==> src/rtl/pbs_pkg.sv <==
package pbs_pkg;

    typedef enum logic {
        ORDER_XOR = 1'b0,
        ORDER_ADD = 1'b1
    } burst_order_e;

    typedef struct packed {
        logic load;   // strobe with chips selected: new burst base
        logic desel;  // strobe with a chip enable inactive
        logic cont;   // strobe-free cycle inside an active burst
        logic step;   // continue cycle that advances the offset
        logic rd;     // read issued on this edge
        logic wr;     // write captured on this edge
    } pbs_cmd_t;

    function automatic logic [1:0] burst_low(input logic [1:0] start,
                                             input logic [1:0] offs,
                                             input burst_order_e order);
        return (order == ORDER_ADD) ? 2'(start + offs) : (start ^ offs);
    endfunction

endpackage

==> src/rtl/pbs_cmd_decode.sv <==
module pbs_cmd_decode
    import pbs_pkg::*;
#(
    parameter int LANES = 4
) (
    input  logic             cs0_n,
    input  logic             cs1,
    input  logic             cs2_n,
    input  logic             ads_proc_n,
    input  logic             ads_ctrl_n,
    input  logic             adv_n,
    input  logic             gw_n,
    input  logic             bwe_n,
    input  logic [LANES-1:0] be_n,
    input  logic             sleep,
    input  logic             active,
    output pbs_cmd_t         cmd,
    output logic [LANES-1:0] wr_lanes
);

    logic             sel_all;
    logic             proc_hit;
    logic             strobe;
    logic [LANES-1:0] lane_sel;
    logic             any_lane;

    always_comb begin
        sel_all  = ~cs0_n & cs1 & ~cs2_n;
        proc_hit = ~ads_proc_n & ~cs0_n;
        strobe   = proc_hit | ~ads_ctrl_n;
        if (!gw_n)
            lane_sel = '1;
        else if (!bwe_n)
            lane_sel = ~be_n;
        else
            lane_sel = '0;
        any_lane = |lane_sel;

        cmd = '0;
        if (!sleep) begin
            cmd.load  = strobe & sel_all;
            cmd.desel = strobe & ~sel_all;
            cmd.cont  = ~strobe & active;
            cmd.step  = cmd.cont & ~adv_n;
            cmd.wr    = ((cmd.load & ~proc_hit) | cmd.cont) & any_lane;
            cmd.rd    = (cmd.load & (proc_hit | ~any_lane)) | (cmd.cont & ~any_lane);
        end
        wr_lanes = cmd.wr ? lane_sel : '0;
    end

endmodule

==> src/rtl/pbs_burst_ctr.sv <==
module pbs_burst_ctr
    import pbs_pkg::*;
#(
    parameter int ADDR_W = 6
) (
    input  logic              clk,
    input  logic              rst,
    input  pbs_cmd_t          cmd,
    input  logic [ADDR_W-1:0] addr,
    input  burst_order_e      order,
    output logic [ADDR_W-1:0] acc_addr,
    output logic              active,
    output logic [1:0]        offs_q
);

    logic [ADDR_W-1:0] base_q;
    logic [1:0]        offs_nxt;

    always_comb begin
        offs_nxt = cmd.step ? 2'(offs_q + 2'd1) : offs_q;
        if (cmd.load)
            acc_addr = addr;
        else
            acc_addr = {base_q[ADDR_W-1:2], burst_low(base_q[1:0], offs_nxt, order)};
    end

    always_ff @(posedge clk) begin
        if (rst) begin
            base_q <= '0;
            offs_q <= '0;
            active <= 1'b0;
        end else if (cmd.load) begin
            base_q <= addr;
            offs_q <= '0;
            active <= 1'b1;
        end else if (cmd.desel) begin
            active <= 1'b0;
        end else begin
            offs_q <= offs_nxt;
        end
    end

endmodule

==> src/rtl/pbs_lane_array.sv <==
module pbs_lane_array #(
    parameter int ADDR_W = 6,
    parameter int LANES  = 4,
    parameter int LANE_W = 9
) (
    input  logic                    clk,
    input  logic                    rst,
    input  logic                    rd_req,
    input  logic                    wr_req,
    input  logic [LANES-1:0]        wr_lanes,
    input  logic [ADDR_W-1:0]       acc_addr,
    input  logic [LANES*LANE_W-1:0] din,
    output logic [LANES*LANE_W-1:0] dout,
    output logic                    out_vld
);

    localparam int DEPTH  = 1 << ADDR_W;
    localparam int DATA_W = LANES * LANE_W;

    logic              wr_pend;
    logic              rd_pend;
    logic [ADDR_W-1:0] wr_a;
    logic [ADDR_W-1:0] rd_a;
    logic [LANES-1:0]  wr_m;
    logic [DATA_W-1:0] wr_d;

    always_ff @(posedge clk) begin
        if (rst) begin
            wr_pend <= 1'b0;
            rd_pend <= 1'b0;
            out_vld <= 1'b0;
        end else begin
            wr_pend <= wr_req;
            rd_pend <= rd_req;
            out_vld <= rd_pend;
        end
    end

    always_ff @(posedge clk) begin
        wr_a <= acc_addr;
        rd_a <= acc_addr;
        wr_m <= wr_lanes;
        wr_d <= din;
    end

    for (genvar g = 0; g < LANES; g++) begin : g_lane
        logic [LANE_W-1:0] bank [DEPTH];
        logic [LANE_W-1:0] q;

        always_ff @(posedge clk) begin
            if (wr_pend && wr_m[g])
                bank[wr_a] <= wr_d[g*LANE_W +: LANE_W];
            if (rd_pend)
                q <= bank[rd_a];
        end

        assign dout[g*LANE_W +: LANE_W] = q;
    end

endmodule

==> src/rtl/pbs_sram.sv <==
module pbs_sram
    import pbs_pkg::*;
#(
    parameter int ADDR_W = 6,
    parameter int LANES  = 4,
    parameter int LANE_W = 9
) (
    input  logic                    clk,
    input  logic                    rst,
    input  logic                    cs0_n,
    input  logic                    cs1,
    input  logic                    cs2_n,
    input  logic                    ads_proc_n,
    input  logic                    ads_ctrl_n,
    input  logic                    adv_n,
    input  logic                    gw_n,
    input  logic                    bwe_n,
    input  logic [LANES-1:0]        be_n,
    input  logic                    oe_n,
    input  logic                    sleep,
    input  logic                    lin_mode,
    input  logic [ADDR_W-1:0]       addr,
    input  logic [LANES*LANE_W-1:0] dq_in,
    output logic [LANES*LANE_W-1:0] dq_out,
    output logic                    dq_oe
);

    pbs_cmd_t          cmd;
    logic [LANES-1:0]  wr_lanes;
    logic [ADDR_W-1:0] acc_addr;
    logic              active;
    logic [1:0]        burst_offs;
    logic              out_vld;
    burst_order_e      order;

    assign order = burst_order_e'(lin_mode);

    pbs_cmd_decode #(.LANES(LANES)) u_dec (
        .cs0_n      (cs0_n),
        .cs1        (cs1),
        .cs2_n      (cs2_n),
        .ads_proc_n (ads_proc_n),
        .ads_ctrl_n (ads_ctrl_n),
        .adv_n      (adv_n),
        .gw_n       (gw_n),
        .bwe_n      (bwe_n),
        .be_n       (be_n),
        .sleep      (sleep),
        .active     (active),
        .cmd        (cmd),
        .wr_lanes   (wr_lanes)
    );

    pbs_burst_ctr #(.ADDR_W(ADDR_W)) u_ctr (
        .clk      (clk),
        .rst      (rst),
        .cmd      (cmd),
        .addr     (addr),
        .order    (order),
        .acc_addr (acc_addr),
        .active   (active),
        .offs_q   (burst_offs)
    );

    pbs_lane_array #(.ADDR_W(ADDR_W), .LANES(LANES), .LANE_W(LANE_W)) u_arr (
        .clk      (clk),
        .rst      (rst),
        .rd_req   (cmd.rd),
        .wr_req   (cmd.wr),
        .wr_lanes (wr_lanes),
        .acc_addr (acc_addr),
        .din      (dq_in),
        .dout     (dq_out),
        .out_vld  (out_vld)
    );

    assign dq_oe = out_vld & ~oe_n & ~sleep;

endmodule

==> config.mk <==
export PLATFORM = sky130hd
export DESIGN_NAME = pbs_sram
export DESIGN_NICKNAME = d
export VERILOG_FILES = /design/src/rtl/pbs_pkg.sv /design/src/rtl/pbs_cmd_decode.sv /design/src/rtl/pbs_burst_ctr.sv /design/src/rtl/pbs_lane_array.sv /design/src/rtl/pbs_sram.sv
export SDC_FILE = /design/constraint.sdc
export NUM_CORES = 2
export LEC_CHECK = 0
export BUFFER_PORTS_ARGS = -buffer_cell sky130_fd_sc_hd__buf_4
export CAP_MARGIN = 20
export CORE_AREA = 2 2 424 426
export DETAILED_ROUTE_END_ITERATION = 6
export DIE_AREA = 0 0 426 428
export HOLD_SLACK_MARGIN = 0.15
export PLACE_DENSITY = 0.63
export SLEW_MARGIN = 20
export SYNTH_ARGS = -nofsm -noshare
export SYNTH_HDL_FRONTEND = slang
export SYNTH_SLANG_ARGS = --single-unit
==> constraint.sdc <==
create_clock -name clk -period 5.5 [get_ports clk]
set_clock_uncertainty 0.15 [all_clocks]
set_input_delay 0.275 -clock clk [delete_from_list [all_inputs] [get_ports clk]]
set_output_delay 0.275 -clock clk [all_outputs]
set_load 0.02 [all_outputs]
* Yosys cells after proc, flatten, opt, wreduce, memory -nomap -nowiden *
Memories as Yosys holds them, arrays and structs flattened. A register that Yosys moved wholly into a read port is not among the register bits.
Index checks and enable logic that the tools add are counted.

word-level totals
  register bits = 58
  bits in writable memories = 2304
  bits of input ports = 59
  output and inout port bits = 37
  word-level logic and storage cells = 69
  memories = 4

cells by class
  $add $sub $neg = 2
  muxes and demuxes = 16
  bitwise logic cells = 30
  reduce and logical (&&, ||, !) cells = 8

memory list
  memory                words  bits a word  rd ports  clocked after memory_dff  wr ports  RTL line              text
  u_arr.g_lane[0].bank  64     9            1         1                         1         pbs_lane_array.sv:47  logic [LANE_W-1:0] bank [DEPTH];
  u_arr.g_lane[1].bank  64     9            1         1                         1         pbs_lane_array.sv:47
  u_arr.g_lane[2].bank  64     9            1         1                         1         pbs_lane_array.sv:47
  u_arr.g_lane[3].bank  64     9            1         1                         1         pbs_lane_array.sv:47

operator list
  operator                                      count
  AND 1 bit                                     13
  two-way mux 6 bit                             2
  NOT 1 bit                                     11
  two-way mux 1 bit                             10
  two-way mux 4 bit                             2
  logical AND 1 bit                             4
  two-way mux 2 bit                             2
  NOT 4 bit                                     1
  bitwise OR 1 bit                              4
  OR reduction 2 bit                            2
  OR reduction 4 bit                            1
  adder 2 x 1 -> 2 bit (second input constant)  1
  adder 2 bit                                   1
  nonzero test 2 bit                            1
  bitwise XOR 2 bit                             1

* Longest topological paths before layout *
  depth after elaboration = 13
  gate-level depth with buffers = 11
  mapped depth without buffers = 8

* Hierarchy *
A second synthesis with hierarchy kept.

unflattened totals
  cells, all modules = 5245
  area, all modules = 90748.3 µm²

modules (own cells, without submodules)
  module          times used  cells each  area an instance (µm²)  sequential area each (µm²)
  pbs_lane_array  1           5181        90141.5                 71248.3
  pbs_burst_ctr   1           43          456.7                   180.2
  pbs_cmd_decode  1           20          137.6                   0.0
  pbs_sram        1           1           12.5                    0.0

* Worst setup path after synthesis *
OpenSTA, ideal clock, no wires.

  kind = flip-flop to flip-flop
  from = register u_arr.wr_a[0]
  to = memory u_arr.g_lane[0].bank[12][0], enable pin
  setup time = 374 ps
  arrival time = 2179 ps
  required time = 4976 ps
  slack = 2796 ps
  stages on the path, launching flop included = 8
  path buffers = 4
  period minus slack after synthesis = 2704 ps
  path through = dfxtp_1 > buf_4 > nor2_2 > clkbuf_1 > clkbuf_1 > buf_2 > nand3_1 > nor2_1

RTL lines
  element                 RTL line              text
  start, declared         pbs_lane_array.sv:22  logic [ADDR_W-1:0] wr_a;
  start signal, assigned  pbs_lane_array.sv:40  wr_a <= acc_addr;
  end, declared           pbs_lane_array.sv:47

No word-level cell before the write port.

==> summary.md <==
| Metric | Value |
|---|---|
| Post-synth EDFFs | `between 2000 and 2500` |
| Compound-cell area share of the yosys netlist | `between 10% and 20%` |
| Xor/xnor cell area share of the yosys netlist | `0.03886%` |
| Clock tree from TritonCTS | `yes` |
| Setup Crit Path Kind | `flop to flop` |
| Dominant synthesized flop cell | `edfxtp_1` |
| Synth area leader | `edfxtp_1` |
| Post-DRT Antenna Nets | `0` |
| PD cells | `367.8 nW/um^2` |
| RSZ-0062 raised after global routing | `no` |
| Yosys cell types | `64` |
| Share of cells above drive strength 1 | `roughly 13%` |
| Asr flop ratio synth | `0%` |
| Worst-path fanout max | `24` |
| Routed WL | `296000 um` |
| CP Data Arrival Time | `between 4 and 5 ns` |
| Clk sinks | `between 2000 and 2500` |
| Clock Tree Root | `clkbuf_16` |
| Clock Tree Buf Depth | `3` |
| Worst hold slack | `0.2378 ns` |
| Required time worst endpoint | `5.98 ns` |
| Final GP Congestion | `0.9509` |
| Post-synth top cells | `2340 x edfxtp_1, 529 x a22oi_1, 441 x nor2_1` |
| Min Tclk post-route | `approximately 4.3 ns` |
| Post-synthesis cell count | `5302` |
| DRC errors left | `0` |
| GR peak layer | `met2` |
| # Max-Cap Violations | `0` |
| Status | `complete, no violations` |
| Initial antenna violation count | `14` |
| Total power | `37.82 mW` |
| Final HPWL DP | `176700 um` |
| Area Overhead vs Synth | `14.03%` |
| Sequential area share after synthesis | `between 70% and 80%` |
| Pins over their slew limit | `0` |
| Final Hold Vio Count | `0` |
| Vias in the first global route | `52827` |
| Cts bufs inserted | `230` |
| Io pins | `between 90 and 100` |
| DIE WIDTH | `426 um` |
| Measured slew at the worst slew-check pin | `between 1 and 1.5 ns` |
| Crit path largest cell delay | `0.88 ns` |
| Largest net degree at the start of global routing | `132` |
| CP max stage cell | `nand2_1` |
| Gr usage total | `31.98%` |
| DR WL/cell | `roughly 37 um` |
| Via count | `56093` |
| YS warnings | `0` |
| DR pass1 iterations | `7` |
| Clock Pin Slew Worst Setup and Hold Paths | `0.06 ns` |
| GR Layer Usage met1 | `44.63%` |
| Final worst slack | `1.212 ns` |
| Post-Synth Simple-Gate Area | `3.847%` |
| Slew headroom | `17.82%` |
| Syn_area_per_cell | `17.00 sq um` |
| Post-CTS resize count | `0` |
| Grt total ovfl | `0` |
| Adder-Cell Fraction of Synth Area | `0.01388%` |
| Pre-CTS WS | `~1.1 ns` |
| Via/cell ratio | `just under 7` |
| Syn Nets | `5362` |
| Count of input and output buffers | `between 90 and 100` |
| HP Class | `input port to flop` |
| Row cnt | `155` |
| Final TNS setup | `0 ns` |
| M3 GR Usage | `8.601%` |
| First-pass GRT wire length | `411300 um` |
| # fillers | `13390` |
| FMAX | `between 0.2 and 0.25 GHz` |
| Largest family of logic cells by synthesized area | `compound AO/OA/AOI/OAI gates` |
| Top cells by area, synth | `edfxtp_1 78%, a22oi_1 4.4%, a221oi_1 4.2%` |
| Critical Path, Cell by Cell | `and3_1 -> buf_4 -> nand2_1 -> o22ai_1 -> a211oi_1 -> o221ai_1 -> or4_1` |
| Setup violators final | `0` |
| Initial drt markers | `9561` |
| Area of the core | `177600 sq um` |
| Final Net Count | `5564` |
| Share of the synthesized area in the top cell type | `77.94%` |
| H-Tree Level Count | `4` |
| Peak VDD IR | `0.3187 mV` |
| Clock Latency Late Sink | `0.90 ns` |
| Cell Area, Synth | `90160 sq um` |
| FF+latch count, synth | `2398` |
| Leakage power | `31.60 nW` |
| Die area | `182300 sq um` |
| Fin util | `57.87%` |
| M2 GR Usage | `46.79%` |
| Initial Utilization | `50.75%` |
| Final Cycle Share | `77.96%` |
| Critical path launch point type | `flop` |
| Top-count cell post-synth | `edfxtp_1` |
| CP endpoint kind | `flop` |
| Mux cell area share after synthesis | `2.239%` |
| Height of the chip | `between 400 and 500 um` |
repair_timing:
| action | 4_1_cts | 5_1_grt |
|---|---|---|
| buffers inserted | 0 | 0 |
| hold buffers | 133 | 0 |
| hold endpoints to repair | 58 | 0 |
path summary, 6_finish.rpt:
| path | startpoint | end | slack, ns | cells past startpoint |
|---|---|---|---|---|
| max | u_arr.wr_a[5]$_DFF_P_ | u_arr.g_lane[0].q[4]$_DFFE_PP_ | 1.21 | 7 |
| min | addr[1] | u_arr.wr_a[1]$_DFF_P_ | 0.24 | 3 |
| max reg2reg | u_arr.wr_a[5]$_DFF_P_ | u_arr.g_lane[0].q[4]$_DFFE_PP_ | 1.21 | 7 |
| min reg2reg | u_ctr.offs_q[0]$_SDFFE_PP0N_ | u_ctr.offs_q[0]$_SDFFE_PP0N_ | 0.41 | 2 |
kinds of logic (layout without fill, tap and decap cells):
| group | Yosys count | after routing |
|---|---|---|
| buf+inv | 418 | 818 |
| compound gates | 1533 | 1533 |
| fa+ha+maj | 1 | 1 |
| mux | 159 | 159 |
| xor+xnor | 4 | 4 |
| simple gates | 789 | 789 |
| other cells | 0 | 4 |
| flops | 2398 | 2398 |
cells in the final DEF (no fill, tap or decap), types with 10 or more instances in the layout:
master	netlist	routed
o221ai_1	18	18
mux2i_1	79	79
clkbuf_1	183	58
buf_4	13	232
clkinv_1	2	40
mux2_2	51	51
dfxtp_1	58	16
and3_1	16	16
a211oi_1	13	13
dfxtp_2	0	32
dlygate4sd3_1	0	133
clkbuf_16	0	232
mux4_2	29	29
o2111ai_1	11	11
edfxtp_1	2340	2340
a221oi_1	434	434
clkinv_2	0	35
o211ai_1	11	11
a22o_1	14	14
dfxtp_4	0	10
clkbuf_8	0	11
nor2_1	441	435
bufinv_16	0	31
nor4_1	19	19
o22a_1	10	10
o21ai_0	133	132
nand4_1	20	20
o22ai_1	235	235
buf_12	0	19
a21oi_1	77	77
a22oi_1	529	529
nand2_1	112	107
nor3_1	75	75
or4_1	10	10
or3_1	12	12
nand3_1	37	35
critical path, delay by kind of cell, from the launching register on:
family / cells / cell delay, ns
and+or+nand+nor: 3 / 2.08
AOI/OAI and AO/OA: 3 / 0.83
DFF: 1 / 0.51
buffers and inverters: 1 / 0.42
through the flow:
stage               area [sq um]  instances
global route              102800       8057
floorplan                  90160       5302
global placement           93640       7493
finish                    102800       8061
detailed placement         93640       7493
CTS                       102800       8056
metal layers:
layer  routed length [um]  vias to the layer above
met5                   82                        -
met4                16510                       14
met3                38360                      775
met2               131100                     4378
met1               109900                    28498
li1                     -                    22428
area by class of cell:
type	instances	area (sq um)	share of cell area (%)
Clock buffer	301	6175	6.006
Tap cell	2355	2947	2.866
Antenna cell	4	10.01	0.009736
Sequential cell	2398	71510	69.56
Clock inverter	129	1628	1.583
Multi-Input combinational cell	2486	17060	16.60
Inverter	4	25.02	0.02434
Timing Repair Buffer	384	3453	3.359
report_power, final:
| part | internal, mW | total, mW | switching, mW |
|---|---|---|---|
| Clock | 9.39 | 16.4 | 6.98 |
| Combinational | 0.350 | 1.30 | 0.952 |
| Sequential | 20.1 | 20.1 | 0.0840 |
| Total | 29.8 | 37.8 | 8.02 |
registers in the layout (all words and copies together) (netlist names), 2 cells and up:
register	count
u_arr.g_lane.bank	2304
u_arr.wr_d	36
u_arr.g_lane.q	36
u_ctr.base_q	6
u_arr.wr_a	6
u_ctr.offs_q	2
u_arr.wr_m	4
Power figures use the tool's default switching activity.
